--- config.mk ---
export PLATFORM = sky130hd
export DESIGN_NAME = tw_mem_slave
export DESIGN_NICKNAME = d
export VERILOG_FILES = /design/src/rtl/tw_pkg.sv /design/src/rtl/tw_line_mon.sv /design/src/rtl/tw_page_buf.sv /design/src/rtl/tw_proto.sv /design/src/rtl/tw_mem_slave.sv
export SDC_FILE = /design/constraint.sdc
export NUM_CORES = 1
export LEC_CHECK = 0
export ABC_AREA = 1
export ABC_CLOCK_PERIOD_IN_PS = 3200
export BUFFER_PORTS_ARGS = -buffer_cell sky130_fd_sc_hd__buf_2
export CORE_UTILIZATION = 45
export DETAILED_ROUTE_END_ITERATION = 8
export GPL_TIMING_DRIVEN = 0
export SLEW_MARGIN = 5
export SYNTH_ARGS = -nofsm -noshare
export SYNTH_HDL_FRONTEND = slang
export SYNTH_SLANG_ARGS = --single-unit
--- constraint.sdc ---
create_clock -name clk -period 3.2 [get_ports clk]
set_input_delay 0.64 -clock clk [delete_from_list [all_inputs] [get_ports clk]]
set_output_delay 0.64 -clock clk [all_outputs]
set_load 0.1 [all_outputs]
--- src/rtl/tw_pkg.sv ---
package tw_pkg;

  typedef enum logic [3:0] {
    ST_IDLE, ST_DEV, ST_ACK_DEV, ST_AHI, ST_ACK_AHI, ST_ALO, ST_ACK_ALO,
    ST_WDAT, ST_ACK_W, ST_RDAT, ST_RACK
  } tw_state_e;

  localparam logic [3:0] DEV_TYPE = 4'b1010;

  // device byte: type code, select bits, then direction bit
  function automatic logic dev_match(input logic [7:0] b, input logic [2:0] sel);
    return (b[7:4] == DEV_TYPE) && (b[3:1] == sel);
  endfunction

endpackage

--- src/rtl/tw_line_mon.sv ---
module tw_line_mon #(
  parameter int SYNC_STAGES = 2
) (
  input  logic clk,
  input  logic rst_n,
  input  logic scl_in,
  input  logic sda_in,
  output logic scl_rise,
  output logic scl_fall,
  output logic start_evt,
  output logic stop_evt,
  output logic sda_now
);
  // index SYNC_STAGES-1 is the synchronised value, SYNC_STAGES its previous copy
  logic [SYNC_STAGES:0] scl_p, sda_p;
  logic scl_s, scl_d, sda_d;

  always_ff @(posedge clk or negedge rst_n) begin
    if (!rst_n) begin
      scl_p <= '1;
      sda_p <= '1;
    end else begin
      scl_p <= {scl_p[SYNC_STAGES-1:0], scl_in};
      sda_p <= {sda_p[SYNC_STAGES-1:0], sda_in};
    end
  end

  assign scl_s     = scl_p[SYNC_STAGES-1];
  assign scl_d     = scl_p[SYNC_STAGES];
  assign sda_now   = sda_p[SYNC_STAGES-1];
  assign sda_d     = sda_p[SYNC_STAGES];
  assign scl_rise  = scl_s & ~scl_d;
  assign scl_fall  = ~scl_s & scl_d;
  assign start_evt = scl_s & scl_d & sda_d & ~sda_now;
  assign stop_evt  = scl_s & scl_d & ~sda_d & sda_now;
endmodule

--- src/rtl/tw_page_buf.sv ---
module tw_page_buf #(
  parameter int ADDR_W     = 12,
  parameter int PAGE_BYTES = 32
) (
  input  logic              clk,
  input  logic              rst_n,
  input  logic              clr,
  input  logic              st_en,
  input  logic [ADDR_W-1:0] st_addr,
  input  logic [7:0]        st_data,
  input  logic              commit,
  output logic              fl_busy,
  output logic              fl_we,
  output logic [ADDR_W-1:0] fl_addr,
  output logic [7:0]        fl_data
);
  localparam int PB   = $clog2(PAGE_BYTES);
  localparam int PG_W = ADDR_W - PB;

  logic [7:0]            buf_q [PAGE_BYTES];
  logic [PAGE_BYTES-1:0] vld_q;
  logic [PG_W-1:0]       page_q;
  logic [PB-1:0]         idx_q;
  logic                  busy_q;

  always_ff @(posedge clk) begin
    if (st_en) buf_q[st_addr[PB-1:0]] <= st_data;
  end

  always_ff @(posedge clk or negedge rst_n) begin
    if (!rst_n) begin
      vld_q  <= '0;
      page_q <= '0;
      idx_q  <= '0;
      busy_q <= 1'b0;
    end else if (busy_q) begin
      idx_q <= idx_q + 1'b1;
      if (idx_q == PB'(PAGE_BYTES - 1)) begin
        busy_q <= 1'b0;
        vld_q  <= '0;
      end
    end else if (commit && (|vld_q)) begin
      busy_q <= 1'b1;
      idx_q  <= '0;
    end else if (clr) begin
      vld_q <= '0;
    end else if (st_en) begin
      vld_q[st_addr[PB-1:0]] <= 1'b1;
      page_q                 <= st_addr[ADDR_W-1:PB];
    end
  end

  assign fl_busy = busy_q;
  assign fl_we   = busy_q & vld_q[idx_q];
  assign fl_addr = {page_q, idx_q};
  assign fl_data = buf_q[idx_q];
endmodule

--- src/rtl/tw_proto.sv ---
module tw_proto
  import tw_pkg::*;
#(
  parameter int ADDR_W     = 12,
  parameter int PAGE_BYTES = 32
) (
  input  logic              clk,
  input  logic              rst_n,
  input  logic              scl_rise,
  input  logic              scl_fall,
  input  logic              start_evt,
  input  logic              stop_evt,
  input  logic              sda_now,
  input  logic [2:0]        sel,
  input  logic [7:0]        rd_data,
  output logic              sda_oe,
  output logic [ADDR_W-1:0] ptr,
  output logic              st_en,
  output logic [7:0]        st_data,
  output tw_state_e         state_o
);
  localparam int PB        = $clog2(PAGE_BYTES);
  localparam int BYTE_BITS = 8;
  localparam int CNT_W     = $clog2(BYTE_BITS) + 1;
  localparam int HI_W      = ADDR_W - 8;

  tw_state_e        state;
  logic [CNT_W-1:0] cnt;
  logic [7:0]       shreg;
  logic [HI_W-1:0]  hi_q;
  logic             rw_q, mack_q;
  logic             byte_full, is_rx;

  function automatic logic [ADDR_W-1:0] step_in_page(input logic [ADDR_W-1:0] a);
    logic [PB-1:0] lo;
    lo = a[PB-1:0] + 1'b1;
    return {a[ADDR_W-1:PB], lo};
  endfunction

  function automatic logic [ADDR_W-1:0] step_seq(input logic [ADDR_W-1:0] a);
    return a + 1'b1;
  endfunction

  assign byte_full = (cnt == CNT_W'(BYTE_BITS));
  assign is_rx     = (state == ST_DEV) || (state == ST_AHI) ||
                     (state == ST_ALO) || (state == ST_WDAT);

  always_ff @(posedge clk or negedge rst_n) begin
    if (!rst_n) begin
      state  <= ST_IDLE;
      cnt    <= '0;
      shreg  <= '0;
      hi_q   <= '0;
      ptr    <= '0;
      sda_oe <= 1'b0;
      rw_q   <= 1'b0;
      mack_q <= 1'b0;
    end else if (start_evt) begin
      state  <= ST_DEV;
      cnt    <= '0;
      sda_oe <= 1'b0;
    end else if (stop_evt) begin
      state  <= ST_IDLE;
      sda_oe <= 1'b0;
    end else if (scl_rise) begin
      if (is_rx) begin
        shreg <= {shreg[6:0], sda_now};
        if (!byte_full) cnt <= cnt + 1'b1;
      end else if (state == ST_RDAT && !byte_full) begin
        cnt <= cnt + 1'b1;
      end else if (state == ST_RACK) begin
        mack_q <= ~sda_now;
      end
    end else if (scl_fall) begin
      case (state)
        ST_DEV: if (byte_full) begin
          if (dev_match(shreg, sel)) begin
            state  <= ST_ACK_DEV;
            sda_oe <= 1'b1;
            rw_q   <= shreg[0];
          end else begin
            state <= ST_IDLE;
          end
        end
        ST_AHI: if (byte_full) begin
          hi_q   <= shreg[HI_W-1:0];
          state  <= ST_ACK_AHI;
          sda_oe <= 1'b1;
        end
        ST_ALO: if (byte_full) begin
          ptr    <= {hi_q, shreg};
          state  <= ST_ACK_ALO;
          sda_oe <= 1'b1;
        end
        ST_WDAT: if (byte_full) begin
          ptr    <= step_in_page(ptr);
          state  <= ST_ACK_W;
          sda_oe <= 1'b1;
        end
        ST_ACK_DEV: begin
          cnt <= '0;
          if (rw_q) begin
            state  <= ST_RDAT;
            shreg  <= rd_data;
            sda_oe <= ~rd_data[7];
          end else begin
            state  <= ST_AHI;
            sda_oe <= 1'b0;
          end
        end
        ST_ACK_AHI: begin
          state  <= ST_ALO;
          cnt    <= '0;
          sda_oe <= 1'b0;
        end
        ST_ACK_ALO, ST_ACK_W: begin
          state  <= ST_WDAT;
          cnt    <= '0;
          sda_oe <= 1'b0;
        end
        ST_RDAT: begin
          if (byte_full) begin
            sda_oe <= 1'b0;
            state  <= ST_RACK;
            ptr    <= step_seq(ptr);
          end else begin
            shreg  <= {shreg[6:0], 1'b0};
            sda_oe <= ~shreg[6];
          end
        end
        ST_RACK: begin
          if (mack_q) begin
            state  <= ST_RDAT;
            cnt    <= '0;
            shreg  <= rd_data;
            sda_oe <= ~rd_data[7];
          end else begin
            state <= ST_IDLE;
          end
        end
        default: ;
      endcase
    end
  end

  assign st_en   = scl_fall && !start_evt && !stop_evt && (state == ST_WDAT) && byte_full;
  assign st_data = shreg;
  assign state_o = state;
endmodule

--- src/rtl/tw_mem_slave.sv ---
module tw_mem_slave
  import tw_pkg::*;
#(
  parameter int ADDR_W      = 12,
  parameter int PAGE_BYTES  = 32,
  parameter int SYNC_STAGES = 2
) (
  input  logic              clk,
  input  logic              rst_n,
  input  logic              scl_in,
  input  logic              sda_in,
  input  logic [2:0]        sel_pins,
  input  logic [7:0]        mem_rdata,
  output logic              sda_oe,
  output logic [ADDR_W-1:0] mem_addr,
  output logic [7:0]        mem_wdata,
  output logic              mem_we
);
  logic scl_rise, scl_fall, start_evt, stop_evt, sda_now;
  logic st_en_w, fl_busy, fl_we;
  logic [7:0] st_data_w, fl_data;
  logic [ADDR_W-1:0] ptr_w, fl_addr;
  tw_state_e state_w;

  tw_line_mon #(.SYNC_STAGES(SYNC_STAGES)) u_mon (
    .clk(clk), .rst_n(rst_n), .scl_in(scl_in), .sda_in(sda_in),
    .scl_rise(scl_rise), .scl_fall(scl_fall),
    .start_evt(start_evt), .stop_evt(stop_evt), .sda_now(sda_now)
  );

  tw_proto #(.ADDR_W(ADDR_W), .PAGE_BYTES(PAGE_BYTES)) u_proto (
    .clk(clk), .rst_n(rst_n), .scl_rise(scl_rise), .scl_fall(scl_fall),
    .start_evt(start_evt), .stop_evt(stop_evt), .sda_now(sda_now),
    .sel(sel_pins), .rd_data(mem_rdata), .sda_oe(sda_oe), .ptr(ptr_w),
    .st_en(st_en_w), .st_data(st_data_w), .state_o(state_w)
  );

  tw_page_buf #(.ADDR_W(ADDR_W), .PAGE_BYTES(PAGE_BYTES)) u_buf (
    .clk(clk), .rst_n(rst_n), .clr(start_evt), .st_en(st_en_w),
    .st_addr(ptr_w), .st_data(st_data_w), .commit(stop_evt),
    .fl_busy(fl_busy), .fl_we(fl_we), .fl_addr(fl_addr), .fl_data(fl_data)
  );

  assign mem_addr  = fl_busy ? fl_addr : ptr_w;
  assign mem_wdata = fl_data;
  assign mem_we    = fl_we;
endmodule

==> results of run 1 <==
==> final cells by class <==
class / count / area share
repair buffers: 41 / 0.01909
well taps: 455 / 0.03080
clock buffers: 45 / 0.05402
flip-flops and latches: 342 / 0.5332
plain buffers: 95 / 0.03581
multi-input cells: 1120 / 0.2968
inverters: 79 / 0.01618
clock inverters: 25 / 0.01401
==> placed cells by master (no fill, tap or decap), types with 14 or more instances in the layout <==
master / n
nand2_2: 15
nand2_1: 483
dfrtp_1: 73
nor2_1: 81
clkbuf_1: 29
buf_6: 26
buf_2: 41
o211ai_1: 24
clkinv_1: 14
nand3_1: 247
edfxtp_1: 256
o21ai_1: 28
a21oi_1: 62
o21ai_0: 55
inv_1: 69
a21oi_2: 14
clkbuf_16: 39
o21ai_2: 29
nor3_2: 32
==> cell families after synthesis <==
group                      count (synthesis)  share of synthesized area
AOI/OAI and AO/OA                        223                    0.08283
xor gates and xnor gates                   3                   0.001654
adders and majority gates                 11                   0.008661
buffers and inverters                    174                    0.04858
DFF                                      342                     0.6196
and+or+nand+nor                          883                     0.2386
==> critical path, cell delays in order (launching register included) <==
cell	delay, ns
dfrtp_1	0.38
buf_4	0.19
inv_4	0.10
buf_12	0.14
buf_4	0.20
nand2_1	0.06
nand3_1	0.07
nand3_1	0.14
nand2_1	0.11
a21oi_1	0.10
a21oi_2	0.23
buf_6	0.25
==> routing by layer <==
| layer | track usage | share of wire |
|---|---|---|
| met4 | 0.09336 | 0.033 |
| met2 | 0.4666 | 0.48 |
| met3 | 0.03892 | 0.074 |
| met5 | 0 | 0.00031 |
| met1 | 0.3626 | 0.41 |
==> sequential cells by signal, summed over array words and instances, names as in the netlist <==
name and count:
u_buf.buf_q 256, u_proto.st_data 8, u_buf.page_q 7, u_proto.cnt 4, u_mon.scl_p 3, u_proto.mack_q 1
u_proto.ptr 12, u_mon.sda_p 3, u_proto.hi_q 4, u_proto.sda_oe 1, u_buf.vld_q 32, u_proto.state_o 4
u_buf.idx_q 5, u_buf.fl_busy 1, u_proto.rw_q 1
==> report_power, final <==
part / leakage [nW] / internal, mW / switching, mW
Combinational: 3.15 / 1.99 / 5.01
Sequential: 3.46 / 5.37 / 0.729
Clock: 0.608 / 2.64 / 1.79
==> per-stage QoR <==
stage	instances	hold slack, ns
after detailed placement	2132	0.3522
after CTS	2202	0.09150
after global routing	2202	0.1188
after floorplan	1636	0.3444
after global placement	2127	0.3462
final	2202	0.08029
==> repair_timing <==
action,4_1_cts,5_1_grt
endpoints found under the setup margin,18,25
cloned,0,0
hold endpoints to repair,0,0
gates resized for setup,71,62
pin swaps,1,2
==> path summary, 6_finish.rpt <==
| check | from | to | slack, ns | depth (start not counted) |
|---|---|---|---|---|
| worst max-delay path | u_buf.idx_q[0]$_DFFE_PN0P_ | mem_wdata[4] | 0.05 | 11 |
| worst min-delay path | rst_n | u_proto.sda_oe$_DFFE_PN0P_ | 0.08 | 1 |
| worst max register to register | u_proto.cnt[0]$_DFFE_PN0P_ | u_buf.buf_q[31][0]$_DFFE_PP_ | 0.15 | 9 |
| worst min register to register | u_mon.scl_p[0]$_DFF_PN1_ | u_mon.scl_p[1]$_DFF_PN1_ | 0.36 | 0 |
| max in group asynchronous | rst_n | u_mon.scl_p[0]$_DFF_PN1_ | 2.44 | 2 |
| min in group clk | sda_in | u_mon.sda_p[0]$_DFF_PN1_ | 0.21 | 1 |
==> results, run 1 <==
- The flow ran to the end, and the final reports show no timing, DRC or antenna violations.
- The slew of the pin with the lowest slew margin is 1.383 ns.
- The first routing iteration left between 1,000 and 1,500 violations.
- The sequential share of the synthesized area is 0.6196.
- Setup violations remaining at the end of the flow were counted as 0.
- The final layout contains around 1,700 nets.
- The worst-case vdd ir drop is 0.002038 V.
- The largest driver fanout on the critical path is 10.
- Counting I/O delays and the setup requirement, the final critical path takes 3.152 ns.
- In this run the tool buffered the top-level ports with 36 buffer cells.
- At the placement stage, the worst setup path has a slack of -0.01258 ns.
- The flip-flop and latch area is 9856 sq um.
- Derived from the worst setup path, the maximum achievable clock frequency is 317.3 MHz.
- In the synthesized netlist, the number of instances is 1,636.
- Clock-pin slew was measured on the worst setup and hold paths at 0.06 ns.
- After routing, the total negative slack on setup checks comes to 0 ns.
- For this run, the total global-route usage over all layers was measured as 0.2756.
- The hold buffer count at cts is 0.
- Yosys mapped a number of flops with a built-in enable equal to around 260.
- The portion of the clock cycle consumed by the worst path in the final layout is 0.9849.
- Counting distinct cell types in the post-synthesis netlist gives 34.
- The most used flip-flop cell after synthesis is edfxtp_1.
- 37 I/O pins were placed.
- After floorplanning, the core was sized to cover 34,630 sq um.
- The total global routing overflow is 0.
- The detailed-router iteration count before antenna repair is 8.
- The dominant cell by count in the synthesized netlist is nand2_1.
- The number of global-route vias before repair came to roughly 12,000.
- The critical path launch point type is a register.
- The number of setup buffers added after CTS is 0.
- After detailed routing, the total wire length is between 40 and 50 mm.
- The analysis attributes to cell leakage a power of around 7.2 nW.
- At the worst endpoint, the required time is about 2.6 ns.
- The share of synthesized registers carrying an async set or reset is 0.2515.
- The count of yosys warnings during synthesis is 0.
- The number of buffers created by CTS is 39.
- The first global-routing pass estimated between 70 and 80 mm of wire.
- For the final database, setup skew stands at between 0.02 and 0.025 ns.
- CTS placed an instance of clkbuf_16 at the clock tree root.
- Measured along the y axis, the die boundary spans roughly 190 um.
- The clock tree synthesis step divided the H-tree into 2 levels.
- TritonCTS built the clock tree.
- 0 antenna diodes ended up in the layout.
- Across all setup checks in the final design, the least slack found is slightly below 0.05 ns.
- The post-detailed-placement cell area is 16,870 sq um.
- The total power of the final layout is around 18 mW.
- Across the run, the number of max-cap violations was 0.
- The horizontal die dimension is roughly 190 um.
- The type of the tightest min-delay check is in2async.
- With fillers left out, the area of the finished cells amounts to around 18,000 sq um.
- In the routed design, unresolved DRC markers number 0.
- Setup repair after global routing could not meet its margin everywhere.
- When the netlist entered floorplanning its net count stood at roughly 1,700.
- After synthesis, the cell types taking the most area are edfxtp_1 48%, dfrtp_1 13%, nand2_1 11%, nand3_1 7.8%, a21oi_1 2.4%.
- The class of the most critical setup path is reg2out.
- The share of synthesized area in the top cell type comes to 0.4837.
- The detailed placement HPWL is 33.09 mm.
- The area growth from synthesis to layout is 16.31%.
- The number of routed nets with antenna violations is 0.
- The full die area is approximately 36,000 sq um.
- The initial antenna violation count is 1.
- Summing all multi-input logic gate instances after layout gives 5487 sq um.
- Entering global routing, the biggest net connects 50 pins.
- In this run the tightest slew margin relative to its limit is 0.07772.
- The number of clock sinks seen by CTS is approximately 340.
- The biggest area consumer among synthesized cells is edfxtp_1.
- The endpoint arrival time on the critical path is between 2 and 3 ns.
- At the later pin of the worst-skew pair, clock insertion delay measures between 0.5 and 0.6 ns.
- The congestion estimate from routability-driven global placement came to around 0.92.
- The starting density of the core is 0.4589.
- The number of core rows is 68.
- For this run, the share of the core covered by cells in the final layout is 0.5337.
- Dividing the detail-routed via count by the number of cells gives approximately 5.7.
- The number of pins exceeding their max-slew limit in the final report is 0.
- The flip-flop and latch count after synthesis is between 300 and 400.
- After filler insertion, the fill cell instance count of the layout stands at roughly 3,100.
- The routed length per instance is between 20 and 25 um.
- The detailed-route via count is approximately 12,000.
- The commonest cells after synthesis are 485 x nand2_1, 256 x edfxtp_1, 248 x nand3_1, 81 x nor2_1, 80 x dfrtp_1.
- For this design the ratio of total power to cell area is 948.8 nW/um^2.
- The synthesized cell area is 15,890 sq um.
- The final hold violation count came to 0.
- The number of buffers on the longest clock path is 3.
- The average footprint of a synthesized cell is a little under 10 sq um.
- Of the cells placed in the final design, the portion with a size suffix greater than 1 is 0.1660.
- The worst setup path is captured at a primary output.
Power figures use the tool's default switching activity.
==> run 2, diff against run 1 <==
Settings changed: CELL_PAD_IN_SITES_DETAIL_PLACEMENT from default to 1, CELL_PAD_IN_SITES_GLOBAL_PLACEMENT from default to 2, CORE_UTILIZATION 45 to 41, PLACE_DENSITY_LB_ADDON from default to 0.1.
==> results, run 2 (synthesized netlist as in run 1, its figures left out) <==
- The switching power as a share of total power is 0.4471 (+0.01764).
- The tree is rooted in a clkbuf_16.
- The flip-flop count of the largest register, all copies and words added is 256 (unchanged).
- The number of DRC violations after detailed routing is 0 (unchanged).
- The portion of the clock cycle consumed by the worst path in the final layout is 0.9951 (+0.01022).
- The endpoint arrival time on the critical path is 2.54 ns (+0.03 ns).
- The largest driver fanout on the critical path is 10 (unchanged).
- The flow ran to the end, and the final reports show no timing, DRC or antenna violations.
- The I/O pin total is 37 (unchanged).
- The fraction of final layout cells with drive strength greater than 1 is 0.1912 (+0.02524).
- The number of routed nets with antenna violations is 0 (unchanged).
- The slew of the pin with the lowest slew margin is 0.9459 ns (-0.4376 ns).
- The fmax came to 314.0 MHz (-1.0%).
- The clock skew is 0.01401 ns (-0.009796 ns).
- From synthesis to final layout, the design area changed by 18.96%.
- The full die area is 39,550 sq um (+9.7%).
- The number of setup violations in the final report is 0 (unchanged).
- The number of port buffers came to 36 (unchanged).
- The placer congestion estimate is 0.8704 (-5.8%).
- The power density over the cells came to 970.0 nW/um^2 (+2.2%).
- The number of pins exceeding their max-slew limit in the final report is 0 (unchanged).
- The final hold violation count is 0 (unchanged).
- The CTS tree is yes.
- The maximum number of pins on one net before global-route repair is 50 (unchanged).
- The detailed placement HPWL came to 38.97 mm (+18%).
- The headroom to the max-slew limit is 0.3660 (+0.2883).
- The number of max-capacitance violations reported is 0 (unchanged).
- The total wirelength of the detailed-routed design came to 57.21 mm (+17%).
- The post-layout net count is 1,753 (+0.52%).
- The insertion delay to the later sink of the worst-skew pair is 0.56 ns (about the same).
- The initial antenna violation count came to 0 (-1).
- The total power of the final layout is 18.34 mW (+4.6%).
- Setup repair after global routing could not meet its margin everywhere.
- The horizontal die dimension is 198.9 um (+4.7%).
- The tightest hold margin came to 0.06060 ns (-0.01969 ns).
- The number of fill cells in the layout is 4,247 (+38%).
- The number of core rows is 71 (+4.4%).
- The clock-pin slew reported for the worst setup and hold paths after clock tree synthesis was 0.06 ns (about the same).
- The critical path is of the reg2out type.
- The starting density of the core is 0.4189 (-0.03998).
- The net switching power of the design is 8.198 mW (+8.9%).
- The worst-case vdd ir drop is 0.0008741 V (-57%).
- The internal power of the cells is 10.14 mW (+1.3%).
- The overall track demand over capacity in global routing is 0.2953 (+0.01976).
- The fraction of power consumed by sequential logic came to 0.336 (-0.012).
- The detailed router's first-iteration violation count was 935 (-31%).
- The min-delay analysis places its worst path in the category in2async.
- The floorplan core area came to 37,930 sq um (+9.5%).
- The via count normalized by instance count is 5.631 (-0.68%).
- The utilization of the core after routing came to 0.4984 (-0.03538).
- The deepest level of the CTS H-tree is 2 (unchanged).
- The hold buffer count at cts is 0 (unchanged).
- The worst setup path is captured at a primary output.
- The routed length per instance was 25.23 um (+13%).
- The number of buffers on the longest clock path is 3 (unchanged).
- The combinational power share is 0.435 (+0.036).
- In the layout the commonest cells are 481 x nand2_1, 256 x edfxtp_1, 233 x nand3_1, 81 x nor2_1, 72 x dfrtp_1.
- The final antenna diode count is 0 (unchanged).
- The number of global-route vias before repair was 13,130 (+8.4%).
- The global-route wire length before repair is 83.39 mm (+14%).
- The most common cell after layout, fill and taps aside is nand2_1.
- The total global routing overflow is 0 (unchanged).
- The detailed-router iteration count before antenna repair is 5 (-3).
- The share of total power in the clock network was 0.229 (-0.024).
- The post-route minimum period is 3.184 ns (+0.03269 ns).
- The detailed-route via count is 12,770 (+2.3%).
- The required time reported for the critical path endpoint is 2.56 ns (about the same).
- The chip height came to 198.9 um (+4.7%).
- The count of placed standard cells including taps is 2,189 (+2.7%).
- The number of clock sinks seen by CTS is 342 (unchanged).
- The static leakage is 7.344 nW (+1.7%).
- The number of buffers created by CTS is 39 (unchanged).
- The total negative slack for setup checks was 0 ns (unchanged).
- STA classifies the critical path startpoint as a register.
- The number of cells in the finished layout apart from fillers was 2,268 (+3.0%).
- The logic depth of the worst register-to-register path came to 9 (unchanged).
-- run 2: cell count changes in the layout (fill, tap and decap cells not counted), sizes merged --
cell and change:
clkinvlp +4, inv +3, clkbuf +1, clkdlybuf4s15 +1, bufinv -5, buf +10, clkinv -4
-- run 2: cell type report --
cell class                 count  area (sq um)  area share
timing repair buffer          50         465.4     0.02462
sequential                   342          9857      0.5214
tap                          511         639.4     0.03382
buffer                        95         799.5     0.04229
clock buffer                  48          1040     0.05500
multi-input combinational   1120          5665      0.2997
inverter                      79         307.8     0.01628
clock inverter                23         130.1    0.006883
-- run 2: through the flow --
step,setup slack (ns),area (sq um)
finish,0.01574,18900
global route,-0.07024,18900
CTS,-0.09270,18600
detailed placement,-0.1655,16900
global placement,-0.1431,16740
floorplan,-0.1587,15920
-- run 2: power by group through the flow --
stage | Sequential [mW] | Clock (mW) | Combinational [mW]
after floorplan | 5.81 | 0 | 4.32
after global placement | 6.22 | 0 | 6.52
after detailed placement | 6.23 | 0 | 6.60
after CTS | 6.15 | 4.27 | 7.50
after global routing | 6.18 | 4.43 | 8.39
final | 6.16 | 4.20 | 7.97
-- run 2: path summary, 6_finish.rpt --
kind | from | end | slack, ns
setup reg to reg | u_proto.cnt[0]$_DFFE_PN0P_ | u_buf.buf_q[30][5]$_DFFE_PP_ | 0.25
setup / recovery | u_buf.idx_q[0]$_DFFE_PN0P_ | mem_wdata[1] | 0.02
max in group asynchronous | rst_n | u_mon.sda_p[1]$_DFF_PN1_ | 2.42
min in group clk | scl_in | u_mon.scl_p[0]$_DFF_PN1_ | 0.17
hold reg to reg | u_mon.scl_p[0]$_DFF_PN1_ | u_mon.scl_p[1]$_DFF_PN1_ | 0.36
hold / removal | rst_n | u_proto.state_o[1]$_DFFE_PN0P_ | 0.06
-- run 2: critical path, stage by stage, from the launching register on --
cell	delay (ns)
dfrtp_1	0.41
buf_6	0.16
inv_8	0.09
buf_4	0.21
nand2_1	0.07
nand3_1	0.08
nand3_1	0.13
nand2_1	0.11
nand2_1	0.07
nand2_1	0.17
nor2_1	0.08
a21oi_2	0.17
buf_12	0.20
-- run 2: metal layers --
metal  vias to the layer above  GRT usage  routed length, um
li1                       5819          -                  -
met1                      6410     0.3653              22980
met2                       419     0.5166              29000
met3                       122    0.03934               3052
met4                         0     0.1256               2185
met5                         -          0                  0
-- run 2: timing repair --
| item | 4_1_cts | 5_1_grt |
|---|---|---|
| resized for setup | 146 | 64 |
| cloned | 1 | 1 |
| endpoints found under the setup margin | 82 | 17 |
| pin swaps | 7 | 12 |
| setup buffers | 4 | 2 |
